==> src/rtl/sat_mac_pkg.sv <==
package sat_mac_pkg;

    localparam int unsigned WORD_W = 32;
    localparam int unsigned ACC_W  = 2 * WORD_W;

    typedef struct packed {
        logic [WORD_W-1:0] hi;
        logic [WORD_W-1:0] lo;
        logic              done;
    } mac_state_t;

    typedef enum logic [1:0] {
        CMD_IDLE  = 2'd0,
        CMD_CLEAR = 2'd1,
        CMD_LOAD  = 2'd2,
        CMD_ACCUM = 2'd3
    } mac_cmd_e;

endpackage

==> src/rtl/sat_mac_mult.sv <==
module sat_mac_mult #(
    parameter int unsigned DATA_W = 32,
    parameter int unsigned HALF_W = 16
) (
    input  logic [DATA_W-1:0]   opa_i,
    input  logic [DATA_W-1:0]   opb_i,
    input  logic                op_word_i,
    output logic [2*DATA_W-1:0] prod_o
);
    localparam int unsigned PROD_W = 2 * DATA_W;
    localparam int unsigned LEXT_W = PROD_W - DATA_W;
    localparam int unsigned WEXT_W = PROD_W - HALF_W;

    logic signed [PROD_W-1:0] ext_a;
    logic signed [PROD_W-1:0] ext_b;
    logic signed [PROD_W-1:0] prod_s;

    always_comb begin
        if (op_word_i) begin
            ext_a = {{WEXT_W{opa_i[HALF_W-1]}}, opa_i[HALF_W-1:0]};
            ext_b = {{WEXT_W{opb_i[HALF_W-1]}}, opb_i[HALF_W-1:0]};
        end else begin
            ext_a = {{LEXT_W{opa_i[DATA_W-1]}}, opa_i};
            ext_b = {{LEXT_W{opb_i[DATA_W-1]}}, opb_i};
        end
        prod_s = ext_a * ext_b;
        prod_o = prod_s;
    end

endmodule

==> src/rtl/sat_mac_clip.sv <==
module sat_mac_clip #(
    parameter int unsigned DATA_W = 32,
    parameter int unsigned HALF_W = 16
) (
    input  logic [2*DATA_W-1:0] sum_i,
    input  logic                op_word_i,
    input  logic                sat_en_i,
    output logic [DATA_W-1:0]   hi_o,
    output logic [DATA_W-1:0]   lo_o
);
    localparam int unsigned ACC_W = 2 * DATA_W;
    localparam int unsigned TOP_W = ACC_W - DATA_W + 1;
    localparam logic [DATA_W-1:0] NEG_FILL  = {{HALF_W{1'b1}}, {(DATA_W-HALF_W){1'b0}}};
    localparam logic [DATA_W-1:0] POS_KEEP  = {{(DATA_W-HALF_W+1){1'b0}}, {(HALF_W-1){1'b1}}};
    localparam logic [DATA_W-1:0] OVF_HI    = {{(DATA_W-1){1'b0}}, 1'b1};
    localparam logic [DATA_W-1:0] WORD_MIN  = {1'b1, {(DATA_W-1){1'b0}}};
    localparam logic [DATA_W-1:0] WORD_MAX  = {1'b0, {(DATA_W-1){1'b1}}};

    logic [DATA_W-1:0] raw_hi;
    logic [DATA_W-1:0] raw_lo;
    logic [TOP_W-1:0]  top_bits;
    logic              sum_neg;
    logic              word_out_of_range;

    assign raw_hi   = sum_i[ACC_W-1:DATA_W];
    assign raw_lo   = sum_i[DATA_W-1:0];
    assign top_bits = sum_i[ACC_W-1:DATA_W-1];
    assign sum_neg  = sum_i[ACC_W-1];
    assign word_out_of_range = !((&top_bits) || !(|top_bits));

    always_comb begin
        hi_o = raw_hi;
        lo_o = raw_lo;
        if (sat_en_i) begin
            if (!op_word_i) begin
                hi_o = sum_neg ? (raw_hi | NEG_FILL) : (raw_hi & POS_KEEP);
            end else if (word_out_of_range) begin
                hi_o = OVF_HI;
                lo_o = sum_neg ? WORD_MIN : WORD_MAX;
            end
        end
    end

endmodule

==> src/rtl/sat_mac_unit.sv <==
module sat_mac_unit
    import sat_mac_pkg::*;
#(
    parameter int unsigned DATA_W = WORD_W,
    parameter int unsigned HALF_W = DATA_W / 2
) (
    input  logic              clk,
    input  logic              rst_n,
    input  logic              clr_i,
    input  logic              load_i,
    input  logic [DATA_W-1:0] load_hi_i,
    input  logic [DATA_W-1:0] load_lo_i,
    input  logic              start_i,
    input  logic              op_word_i,
    input  logic              sat_en_i,
    input  logic [DATA_W-1:0] opa_i,
    input  logic [DATA_W-1:0] opb_i,
    output logic [DATA_W-1:0] acc_hi_o,
    output logic [DATA_W-1:0] acc_lo_o,
    output logic              done_o
);
    localparam int unsigned SUM_W = 2 * DATA_W;

    typedef struct packed {
        logic [DATA_W-1:0] hi;
        logic [DATA_W-1:0] lo;
        logic              done;
    } acc_state_t;

    acc_state_t st_d, st_q;
    mac_cmd_e   cmd;

    logic [SUM_W-1:0]  prod;
    logic [SUM_W-1:0]  sum;
    logic [DATA_W-1:0] clip_hi;
    logic [DATA_W-1:0] clip_lo;

    sat_mac_mult #(.DATA_W(DATA_W), .HALF_W(HALF_W)) u_mult (
        .opa_i     (opa_i),
        .opb_i     (opb_i),
        .op_word_i (op_word_i),
        .prod_o    (prod)
    );

    assign sum = {st_q.hi, st_q.lo} + prod;

    sat_mac_clip #(.DATA_W(DATA_W), .HALF_W(HALF_W)) u_clip (
        .sum_i     (sum),
        .op_word_i (op_word_i),
        .sat_en_i  (sat_en_i),
        .hi_o      (clip_hi),
        .lo_o      (clip_lo)
    );

    always_comb begin
        if (clr_i)        cmd = CMD_CLEAR;
        else if (load_i)  cmd = CMD_LOAD;
        else if (start_i) cmd = CMD_ACCUM;
        else              cmd = CMD_IDLE;
    end

    always_comb begin
        st_d      = st_q;
        st_d.done = 1'b0;
        unique case (cmd)
            CMD_CLEAR: begin
                st_d.hi = '0;
                st_d.lo = '0;
            end
            CMD_LOAD: begin
                st_d.hi = load_hi_i;
                st_d.lo = load_lo_i;
            end
            CMD_ACCUM: begin
                st_d.hi   = clip_hi;
                st_d.lo   = clip_lo;
                st_d.done = 1'b1;
            end
            default: ;
        endcase
    end

    always_ff @(posedge clk or negedge rst_n) begin
        if (!rst_n) st_q <= '0;
        else        st_q <= st_d;
    end

    assign acc_hi_o = st_q.hi;
    assign acc_lo_o = st_q.lo;
    assign done_o   = st_q.done;

    AST_CLEAR_WINS: assert property (@(posedge clk) disable iff (!rst_n)
        clr_i |=> (acc_hi_o == '0 && acc_lo_o == '0 && !done_o));

    AST_LOAD_WRITES: assert property (@(posedge clk) disable iff (!rst_n)
        (load_i && !clr_i) |=> (acc_hi_o == $past(load_hi_i) && acc_lo_o == $past(load_lo_i) && !done_o));

    AST_DONE_PULSE: assert property (@(posedge clk) disable iff (!rst_n)
        (start_i && !clr_i && !load_i) |=> done_o);

    AST_NO_SPURIOUS_DONE: assert property (@(posedge clk) disable iff (!rst_n)
        !(start_i && !clr_i && !load_i) |=> !done_o);

    AST_IDLE_HOLD: assert property (@(posedge clk) disable iff (!rst_n)
        (!start_i && !clr_i && !load_i) |=> ($stable(acc_hi_o) && $stable(acc_lo_o)));

    AST_LONG_SAT_RANGE: assert property (@(posedge clk) disable iff (!rst_n)
        (start_i && !clr_i && !load_i && sat_en_i && !op_word_i)
        |=> ((&acc_hi_o[DATA_W-1:DATA_W-HALF_W]) || !(|acc_hi_o[DATA_W-1:DATA_W-HALF_W-1])));

    AST_WORD_SAT_RANGE: assert property (@(posedge clk) disable iff (!rst_n)
        (start_i && !clr_i && !load_i && sat_en_i && op_word_i)
        |=> ((acc_hi_o == '0 && !acc_lo_o[DATA_W-1])
          || (&acc_hi_o && acc_lo_o[DATA_W-1])
          || (acc_hi_o == DATA_W'(1) && (acc_lo_o == {1'b1, {(DATA_W-1){1'b0}}}
                                      || acc_lo_o == {1'b0, {(DATA_W-1){1'b1}}}))));

endmodule

==> config.mk <==
export PLATFORM = sky130hd
export DESIGN_NAME = sat_mac_unit
export DESIGN_NICKNAME = d
export VERILOG_FILES = /design/src/rtl/sat_mac_pkg.sv /design/src/rtl/sat_mac_mult.sv /design/src/rtl/sat_mac_clip.sv /design/src/rtl/sat_mac_unit.sv
export SDC_FILE = /design/constraint.sdc
export NUM_CORES = 2
export LEC_CHECK = 0
export ABC_AREA = 1
export ABC_CLOCK_PERIOD_IN_PS = 13900
export CAP_MARGIN = 5
export CORE_ASPECT_RATIO = 2
export CORE_MARGIN = 4
export CORE_UTILIZATION = 25
export DETAILED_ROUTE_END_ITERATION = 8
export PLACE_DENSITY = 0.49
export SLEW_MARGIN = 10
export SYNTH_ARGS = -nofsm -noshare
export SYNTH_HDL_FRONTEND = slang
export SYNTH_SLANG_ARGS = --single-unit
==> constraint.sdc <==
create_clock -name clk -period 13.9 [get_ports clk]
set_input_delay 4.17 -clock clk [delete_from_list [all_inputs] [get_ports clk]]
set_output_delay 4.17 -clock clk [all_outputs]
set_load 0.02 [all_outputs]
==> impl_results.md <==
- Status: completed
- Tmin final: about 14 ns
- Total GRT Usage: a little under a quarter
- Drt wl/cell: around 24 µm
- Final hold slack: around 0.66 ns
- Adder-cell area share of the yosys netlist: between 50% and 60%
- First-pass GRT wire length: approximately 360 mm
- Rel. slew slack: a little under a third
- Worst hold stages: 3
- HPWL after detailed placement: ~230 mm
- Library cells used by synthesis: 45
- Asr flop ratio synth: 100%
- Vias: ~47k
- Final Setup Violations: 0
- RSZ-0062 raised after global routing: true
- Simple-Gate Fraction of Synth Area: between 15 and 20%
- Worst slack, placed: -1.26 ns
- Post-route clock period utilization: between 90 and 100%
- I/O Buffers: 199
- GRT met1 Usage: about 20%
- Yosys warning count: 0
- Final setup margin: roughly 0.24 ns
- Setup CP Type: in2reg
- Worst-path maximum fanout: 8
- Vias in the first global route: about 53k
- Cells after Synth: ~6.9k
- DIE WIDTH: between 300 and 400 µm
- Clock skew: ~0.0093 ns
- Synthesized cell area: around 0.055 mm²
- CP arrival: roughly 14 ns
- Final Util: 31.3%
- Largest net degree at the start of global routing: 72
- Post-synthesis sequential area ratio: 2.94%
- Hold Crit Endpoint: acc_lo_o[2]
- Critical R2R Capture: acc_hi_o[3]
- # fillers: ~24k
- CTS Buf Count: 9
- Slowest-stage cell, CP: fa_2
- Worst hold path type: reg2reg
- Hold Startpoint: acc_lo_o[2]
- GP Congestion: around 1
- Clk_lat worst skew: between 0.3 and 0.4 ns
- Clk buf depth: 2
- Post-Synth XOR/XNOR Area: 0.965%
- Total Wirelength: around 260 mm
- Remaining Overflow, GRT: 0
- Core Rows: around 240
- Share of cells above drive strength 1: about 17%
- Initial antenna violation count: 9
- Initial core utilization: around a quarter
- Fraction of the mapped netlist area in compound gates: roughly 2.7%
- Synth-to-layout area growth: 24.7%
- Met3 usage: 1.71%
- Gr busiest metal: met2
- Multiplexer share of the synthesized area: 0%
- M2 GR Usage: 42.8%
- Drt pass-1 iters: 7
- Core area: between 0.2 and 0.25 mm²
- H-tree depth: 3
- Critical path endpoint category: register
- Placed Area: roughly 0.067 mm²
- Number of synthesized flops with an enable pin: 0
- Largest family of logic cells by synthesized area: adder cells
- Fin nets: a little under 10k
- Startpoint type of the worst setup path: primary input
- Avg Inst Size Synth: ~8 µm²
- Max stage delay on crit path: around 0.75 ns
- Die height: about 670 µm
- Mapped Nets: between 8k and 9k
- Worst reg2reg setup slack: roughly 6.4 ns
- CTS tree: yes
- Vias/cell: around 4.4
- Commonest register cell after synthesis: dfrtp_1
- CP required: about 14 ns
- FMAX: between 70 and 80 MHz
- FF-to-FF Start: acc_hi_o[2]
- Final ANT Viol Nets: 0
- Top-level port count: 200
- Post-synthesis register bit count: 65
- Die ar.: between 0.2 and 0.25 mm²
- Max-cap violations: 0
- Final slew viol count: 0
- Drt first-iter violations: roughly 2.5k
- Worst-margin pin slew: 1.04 ns
- Worst R2R Path Depth: 32
- CTS sink count: between 60 and 70
- Final instance area: ~0.069 mm²
- # DRC: 0
- Root Buffer: clkbuf_16
- Clk slew on worst S/H paths: about 0.060 ns
- Final-report hold violation count: 0
[what timing repair did]
| action | 4_1_cts | 5_1_grt |
|---|---|---|
| cloned | 3 | 3 |
| pin swaps | 49 | 153 |
| buffers inserted | 14 | 32 |
| hold buffers | 0 | 0 |
| resized for setup | 195 | 304 |
| endpoints found under the setup margin | 64 | 64 |
| endpoints found under the hold margin | 0 | 0 |
[routing by layer]
metal,vias to the layer above,wire length [µm],share of wire (%)
met3,783,7700,3.0
met5,-,31,0.012
met4,4,34200,13
met1,23983,78400,30
li1,20872,-,-
met2,1513,139000,54
[how the worst max path moves through the flow]
stage / startpoint / slack, ns / to
2_1_floorplan: op_word_i / 0.74 / acc_hi_o[29]
3_3_place_gp: opa_i[15] / -1.28 / acc_hi_o[9]
3_5_place_dp: opa_i[15] / -1.26 / acc_hi_o[5]
4_1_cts: opb_i[15] / -0.003 / acc_lo_o[9]
5_1_grt: opa_i[19] / -0.04 / acc_lo_o[12]
6_report: opa_i[30] / 0.24 / acc_hi_o[3]
[state kept, by name (all words and copies together) (netlist names)]
register  flops
done_o        1
acc_lo_o     32
acc_hi_o     32
[layout by cell type (no fill, tap or decap), types with 40 or more instances in the layout]
cell type	n
inv_1	2152
nand2_1	1588
fa_1	1313
buf_4	694
nor2_1	379
ha_1	337
clkdlybuf4s50_1	187
fa_2	108
nand3_1	84
nand2_2	75
buf_12	68
dfrtp_1	65
a22o_1	61
inv_2	58
xor2_1	40
[cells in the mapped netlist, types with 19 or more instances]
cell / instances / area share (%)
a21oi_1: 78 / 0.70
a22o_1: 61 / 0.96
buf_1: 19 / 0.13
clkbuf_1: 195 / 1.3
dfrtp_1: 65 / 2.9
fa_1: 1421 / 51
ha_1: 372 / 8.4
inv_1: 2198 / 15
inv_2: 19 / 0.13
nand2_1: 1666 / 11
nand3_1: 90 / 0.81
nand4_1: 21 / 0.24
nor2_1: 422 / 2.9
nor2_2: 28 / 0.32
o21ai_0: 40 / 0.36
o21ai_1: 30 / 0.27
or2_2: 27 / 0.30
xnor2_1: 20 / 0.32
xor2_1: 41 / 0.65
[area by class of cell]
| cell class | instances | area [µm²] | area share, % |
|---|---|---|---|
| multi-input combinational | 4422 | 46100 | 66.8 |
| clock buffer | 13 | 270 | 0.391 |
| timing repair buffer | 985 | 8930 | 12.9 |
| sequential | 65 | 1630 | 2.35 |
| tap | 2952 | 3690 | 5.35 |
| antenna | 2 | 5.00 | 0.00724 |
| clock inverter | 2 | 12.5 | 0.0181 |
| inverter | 2233 | 8420 | 12.2 |
[kinds of logic (layout without fill, tap and decap cells)]
logic type / count (synthesis) / count (layout)
AOI/OAI and AO/OA: 237 / 237
xor gates and xnor gates: 61 / 61
adders and majority gates: 1793 / 1793
buffers and inverters: 2461 / 3233
DFF: 65 / 65
other: 0 / 2
and+or+nand+nor: 2330 / 2331
[critical path, delay by kind of cell]
kind	cells	cell delay [ns]
adders and majority gates	11	5.64
AOI/OAI and AO/OA	2	0.54
buffers and inverters	13	1.61
and+or+nand+nor	18	1.94
[metrics by stage]
| step | std cells | TNS (ns) |
|---|---|---|
| detailed placement | 10609 | -66.17 |
| floorplan | 6947 | 0 |
| global placement | 10609 | -66.56 |
| CTS | 10640 | -0.00325 |
| global route | 10672 | -0.145 |
| finish | 10674 | 0 |
Power is not shown: default switching activity piles up to over one toggle a cycle in this logic, so the estimate is an artifact.
